<file path="src/rtl/lap_edge_pkg.sv">
package lap_edge_pkg;

    localparam int PIX_W = 8;
    localparam int SUM_W = 11;

    typedef logic [PIX_W-1:0]        pix_t;
    typedef logic signed [SUM_W-1:0] sum_t;

    typedef struct packed {
        pix_t top;
        pix_t mid;
        pix_t bot;
    } column_t;

    typedef struct packed {
        logic valid;
        logic border;
        sum_t d;
    } sum_stage_t;

    localparam sum_t PIX_MAX = sum_t'(255);
    localparam sum_t PIX_MIN = -PIX_MAX;

    function automatic sum_t widen(input pix_t p);
        return sum_t'({{(SUM_W-PIX_W){1'b0}}, p});
    endfunction

    // five-tap Laplacian: corners carry zero weight and are skipped
    function automatic sum_t lap_sum(input column_t l, input column_t c, input column_t r);
        sum_t acc;
        acc = widen(c.mid) <<< 2;
        acc = acc - widen(c.top) - widen(c.bot) - widen(l.mid) - widen(r.mid);
        return acc;
    endfunction

    function automatic pix_t mag_clamp(input sum_t d);
        sum_t a;
        a = (d < 0) ? -d : d;
        return (a > PIX_MAX) ? {PIX_W{1'b1}} : a[PIX_W-1:0];
    endfunction

endpackage

</file>
<file path="src/rtl/raster_pos.sv">
module raster_pos
    import lap_edge_pkg::*;
#(
    parameter int W = 720,
    parameter int H = 480
) (
    input  logic clk,
    input  logic rst,
    input  logic step,
    output logic border
);
    localparam int XW = $clog2(W);
    localparam int YW = $clog2(H);
    localparam logic [XW-1:0] X_LAST = XW'(W - 1);
    localparam logic [YW-1:0] Y_LAST = YW'(H - 1);
    localparam logic [XW-1:0] X_FIRST_IN = XW'(2);

    logic [XW-1:0] x_q;
    logic [YW-1:0] y_q;

    always_ff @(posedge clk) begin
        if (rst) begin
            x_q <= '0;
            y_q <= '0;
        end else if (step) begin
            if (x_q == X_LAST) begin
                x_q <= '0;
                y_q <= (y_q == Y_LAST) ? '0 : y_q + 1'b1;
            end else begin
                x_q <= x_q + 1'b1;
            end
        end
    end

    // window centre is one column behind the incoming triple
    assign border = (x_q < X_FIRST_IN) || (y_q == '0) || (y_q == Y_LAST);


    x_range_chk: assert property (@(posedge clk) disable iff (rst)
        (x_q <= X_LAST) && (y_q <= Y_LAST));


    row_wrap_chk: assert property (@(posedge clk) disable iff (rst)
        (step && x_q == X_LAST && y_q == Y_LAST) |=> (x_q == '0 && y_q == '0));

endmodule

</file>
<file path="src/rtl/lap_window.sv">
module lap_window
    import lap_edge_pkg::*;
(
    input  logic       clk,
    input  logic       rst,
    input  logic       in_valid,
    input  logic       advance,
    input  column_t    col_in,
    input  logic       border_in,
    output sum_stage_t s1
);
    column_t left_q;
    column_t centre_q;
    logic    accept;

    assign accept = in_valid && advance;

    always_ff @(posedge clk) begin
        if (rst) begin
            left_q   <= '0;
            centre_q <= '0;
        end else if (accept) begin
            left_q   <= centre_q;
            centre_q <= col_in;
        end
    end

    always_ff @(posedge clk) begin
        if (rst) begin
            s1 <= '0;
        end else if (advance) begin
            s1.valid  <= in_valid;
            s1.border <= border_in;
            s1.d      <= lap_sum(left_q, centre_q, col_in);
        end
    end


    window_hold_chk: assert property (@(posedge clk) disable iff (rst)
        !advance |=> ($stable(left_q) && $stable(centre_q) && $stable(s1)));

endmodule

</file>
<file path="src/rtl/mag_stage.sv">
module mag_stage
    import lap_edge_pkg::*;
(
    input  logic       clk,
    input  logic       rst,
    input  logic       advance,
    input  sum_stage_t s1,
    output logic       out_valid,
    output pix_t       out_pixel
);
    always_ff @(posedge clk) begin
        if (rst) begin
            out_valid <= 1'b0;
            out_pixel <= '0;
        end else if (advance) begin
            out_valid <= s1.valid;
            out_pixel <= s1.border ? '0 : mag_clamp(s1.d);
        end
    end


    border_zero_chk: assert property (@(posedge clk) disable iff (rst)
        (advance && s1.valid && s1.border) |=> (out_pixel == '0));


    clamp_chk: assert property (@(posedge clk) disable iff (rst)
        (advance && s1.valid && !s1.border && (s1.d > PIX_MAX || s1.d < PIX_MIN))
        |=> (out_pixel == {PIX_W{1'b1}}));


    negative_mag_chk: assert property (@(posedge clk) disable iff (rst)
        (advance && s1.valid && !s1.border && s1.d < 0) |=> (out_pixel != '0));


    out_hold_chk: assert property (@(posedge clk) disable iff (rst)
        (out_valid && !advance) |=> (out_valid && $stable(out_pixel)));

endmodule

</file>
<file path="src/rtl/lap_edge_top.sv">
module lap_edge_top
    import lap_edge_pkg::*;
#(
    parameter int IMG_W = 720,
    parameter int IMG_H = 480
) (
    input  logic       clk,
    input  logic       rst,
    input  logic       in_valid,
    output logic       in_ready,
    input  logic [7:0] in_top,
    input  logic [7:0] in_mid,
    input  logic [7:0] in_bot,
    output logic       out_valid,
    input  logic       out_ready,
    output logic [7:0] out_pixel
);
    logic       advance;
    logic       accept;
    logic       border;
    column_t    col_in;
    sum_stage_t s1;

    assign advance = !out_valid || out_ready;
    assign in_ready = advance;
    assign accept  = in_valid && advance;
    assign col_in  = '{top: in_top, mid: in_mid, bot: in_bot};

    raster_pos #(.W(IMG_W), .H(IMG_H)) u_pos (
        .clk    (clk),
        .rst    (rst),
        .step   (accept),
        .border (border)
    );

    lap_window u_win (
        .clk       (clk),
        .rst       (rst),
        .in_valid  (in_valid),
        .advance   (advance),
        .col_in    (col_in),
        .border_in (border),
        .s1        (s1)
    );

    mag_stage u_mag (
        .clk       (clk),
        .rst       (rst),
        .advance   (advance),
        .s1        (s1),
        .out_valid (out_valid),
        .out_pixel (out_pixel)
    );


    stall_blocks_input_chk: assert property (@(posedge clk) disable iff (rst)
        (out_valid && !out_ready) |-> !in_ready);


    latency_chk: assert property (@(posedge clk) disable iff (rst)
        (in_valid && in_ready) ##1 (!out_valid || out_ready) |=> out_valid);


    reset_state_chk: assert property (@(posedge clk)
        $past(rst) |-> (!out_valid && in_ready));

endmodule

</file>
<file path="config.mk">
export PLATFORM = sky130hd
export DESIGN_NAME = lap_edge_top
export DESIGN_NICKNAME = d
export VERILOG_FILES = /design/src/rtl/lap_edge_pkg.sv /design/src/rtl/raster_pos.sv /design/src/rtl/lap_window.sv /design/src/rtl/mag_stage.sv /design/src/rtl/lap_edge_top.sv
export SDC_FILE = /design/constraint.sdc
export NUM_CORES = 1
export LEC_CHECK = 0
export CORE_ASPECT_RATIO = 1.5
export CORE_MARGIN = 4
export CORE_UTILIZATION = 40
export CTS_CLUSTER_SIZE = 40
export DETAILED_ROUTE_END_ITERATION = 6
export DONT_BUFFER_PORTS = 1
export PLACE_DENSITY_LB_ADDON = 0.05
export SLEW_MARGIN = 30
export SYNTH_ARGS = -nofsm -noshare
export SYNTH_HDL_FRONTEND = slang
export SYNTH_HIERARCHICAL = 1
export SYNTH_SLANG_ARGS = --single-unit
</file>
<file path="constraint.sdc">
create_clock -name clk -period 4.6 [get_ports clk]
set_input_delay 0.23 -clock clk [delete_from_list [all_inputs] [get_ports clk]]
set_output_delay 0.23 -clock clk [all_outputs]
set_load 0.1 [all_outputs]
</file>
==> results_dict.tcl <==
set metrics [dict create \
    ys_seq_area_share_pct 34.60 \
    dp_slack_ns 1.129 \
    cts_resized 0 \
    clkPwrFrac_pct 33.7 \
    arrival_ns 3.68 \
    fmax_mhz 289.2 \
    ir_worst_vdd_mv 0.2073 \
    ctsLongestPathBuffers 2 \
    drt_iter0_drc 124 \
    setup_viol 0 \
    diodes 0 \
    synthCells 499 \
    clockRootBuffer "clkbuf_16" \
    synth_top_area_cell "dfxtp_1" \
    synth_flop_cell "dfxtp_1" \
    drt_wl_total_um 8827 \
    slew_headroom_pct 34.99 \
    synth.distinct_cells 58 \
    vias 3346 \
    drc 0 \
    cts_tree "yes" \
    dr.pass1.iters 4 \
    dp_hpwl_um 6287 \
    wl_met3_um 291 \
    ys_top_cells_by_count "82 x nand2_1, 73 x dfxtp_1, 72 x inv_1, 47 x a21oi_1, 28 x nor2_1" \
    finalCritPeriodShare_pct 75.16 \
    syn2layout_area_growth_pct 11.61 \
    tns_ns 0 \
    synth_area_leaders "dfxtp_1 35%, fa_1 11%, nand2_1 7.3%, inv_1 6.4%, a21oi_1 5.6%" \
    rsz0062_at_grt "no" \
    ctsHtreeMaxLevel 3 \
    cts_hold_buffers 1 \
    ant_nets 0 \
    ys_seq_elements 73 \
    finalMaxSlewViolations 0 \
    setup_slack_ns 1.143 \
    worst_pin_slew_ns 0.9738 \
    power_frac_comb_pct 25.1 \
    finClkSkew_ns 0.004708 \
    power.static_leakage_uw 0.001930 \
    die_w_um 91.91 \
    hold_viol_final 0 \
    pwr-share-seq_pct 41.2 \
    hold_path.class "input port to flip-flop" \
    crit_path_cell_trace "inv_1 > fa_1 > inv_1 > fa_1 > fa_1 > inv_1 > ha_1 > a21oi_1 > a211oi_1 > or4_1 > o311ai_0" \
    final.min_clock_period_ns 3.457 \
    nFillCells 1072 \
    syn_area_per_cell_um2 8.465 \
    crit_fanout 5 \
    wl_met2_um 4625 \
    antenna_found_initial 0 \
    start_util_pct 41.22 \
    clk_pin_slew_ns 0.06 \
    grt_pass1_vias 3402 \
    numCtsBuffers 9 \
    die_y_um 133.9 \
    io_buffers 0 \
    crit_path_end_kind "flip-flop" \
    grt_pass1_wl_um 15710 \
    drive_above_1_share_pct 6.800 \
    max-cap-violations 0 \
    routabilityCongestion 0.8480 \
    start_kind "flip-flop" \
    synth_nets 567 \
    core_um2 10250 \
    slowest_stage "fa_1" \
    p_sw_share_pct 36.36 \
    track_usage_pct 15.68 \
    overflow 0 \
    async_flop_share_pct 0 \
    cts.sinks 73 \
    worstSkewPairLatency_ns 0.33 \
    die_area_um2 12300 \
    rows 45 \
    nets 563 \
    status "finished, final reports clean" \
    critPathKind "flip-flop to flip-flop" \
    wl_per_cell_um 13.77 \
    vias_per_cell 5.220 \
    cpPeakStageDelay_ns 0.54 \
    syn_area_um2 4224 \
    wl_met1_um 3749 \
    powerDensity_nw_per_um2 507.5 \
    synth_edf_count 0 \
    io-pin-count 38 \
    top_layer "met4" \
    yosysWarnings 6 \
    p_switching_uw 869.9 \
    yosysMostFrequentCell "nand2_1" \
    cp.required_ns 4.82 \
    postCtsSetupRepairBufs 0 \
    p_int_uw 1523 \
    grt_start_max_net_pins 47 \
    synth_top_area_share_pct 34.60 \
]
[power by group through the flow]
stage	sequential [uW]	combinational (uW)	clock, uW
2_1_floorplan	968	494	0
3_3_place_gp	1000	586	0
3_5_place_dp	1000	592	0
4_1_cts	989	604	834
5_1_grt	1000	695	854
6_report	986	600	806
[per-stage QoR]
step	hold slack (ns)	power (uW)	utilization, %	std cells	area, um^2
2_1_floorplan	0.3024	1462	-	499	4224
3_3_place_gp	0.3122	1588	42.43	624	4348
3_5_place_dp	0.3157	1594	42.44	624	4349
4_1_cts	0.01191	2427	46.01	641	4715
5_1_grt	0.02357	2549	46.01	641	4715
6_report	0.02716	2393	46.01	641	4715
[layout by cell type, fill, tap and decap left out, drive strengths merged, types with 2 or more instances in the layout]
cell type / synthesis / final
a211oi: 4 / 4
a21o: 6 / 6
a21oi: 47 / 47
a221o: 8 / 8
a221oi: 2 / 2
a311oi: 3 / 3
and2: 2 / 2
buf: 3 / 4
bufinv: 0 / 3
clkbuf: 16 / 11
dfxtp: 73 / 73
fa: 23 / 23
ha: 17 / 17
inv: 72 / 72
mux2i: 6 / 6
nand2: 82 / 82
nand2b: 6 / 6
nand3: 11 / 11
nand3b: 2 / 2
nand4: 6 / 6
nor2: 28 / 28
nor2b: 2 / 2
nor3: 6 / 6
nor3b: 2 / 2
nor4: 7 / 7
o211ai: 3 / 3
o21a: 2 / 2
o21ai: 4 / 4
o311ai: 2 / 2
o31ai: 5 / 5
o41ai: 3 / 3
or3: 3 / 3
or4: 9 / 9
xnor2: 15 / 15
xor2: 3 / 3
[registers in the layout, summed over array words and instances (netlist names)]
name             flops
u_win/centre_q      24
u_win/s1            13
u_pos/x_q           10
u_pos/y_q            9
u_mag/out_pixel      8
u_win/left_q         8
u_mag/out_valid      1
[area by class of cell]
| type | count | area (um^2) | share of cell area, % |
|---|---|---|---|
| Clock buffer | 11 | 242.7 | 5.149 |
| Tap cell | 141 | 176.4 | 3.742 |
| Multi-Input combinational cell | 335 | 2417 | 51.27 |
| Timing Repair Buffer | 4 | 42.54 | 0.9023 |
| Sequential cell | 73 | 1463 | 31.02 |
| Clock inverter | 5 | 102.6 | 2.176 |
| Inverter | 72 | 270.3 | 5.732 |
[routing by layer]
| layer | GRT usage, % | up-vias |
|---|---|---|
| met1 | 17.73 | 1616 |
| met4 | 7.438 | 0 |
| met3 | 3.311 | 14 |
| li1 | - | 1672 |
| met5 | 0 | - |
| met2 | 27.85 | 44 |
[logic make-up (layout without fill, tap and decap cells)]
logic type | Yosys count | in the layout | share of synthesized area (%)
simple gates | 172 | 172 | 19.70
compound gates | 98 | 98 | 16.17
buf+inv | 91 | 92 | 8.175
flops | 73 | 73 | 34.60
fa+ha+maj | 40 | 40 | 15.94
xor+xnor | 18 | 18 | 3.732
mux | 7 | 7 | 1.688
[critical path: cells and delay by family, from the launching register on]
family	cells	cell delay, ns
compound gates	3	0.57
fa+ha+maj	4	1.79
simple gates	1	0.53
buf+inv	3	0.16
flops	1	0.32
[path summary, 6_finish.rpt]
kind	startpoint	endpoint	slack, ns	cells past startpoint
worst min register to register	u_win/left_q[13]	u_win/left_q[13]	0.45	2
worst max-delay path	u_win/left_q[9]	u_win/s1[7]	1.14	11
worst max register to register	u_win/left_q[9]	u_win/s1[7]	1.14	11
worst min-delay path	in_top[6]	u_win/centre_q[22]	0.03	2
No activity file was read; power rests on OpenSTA's default activity.
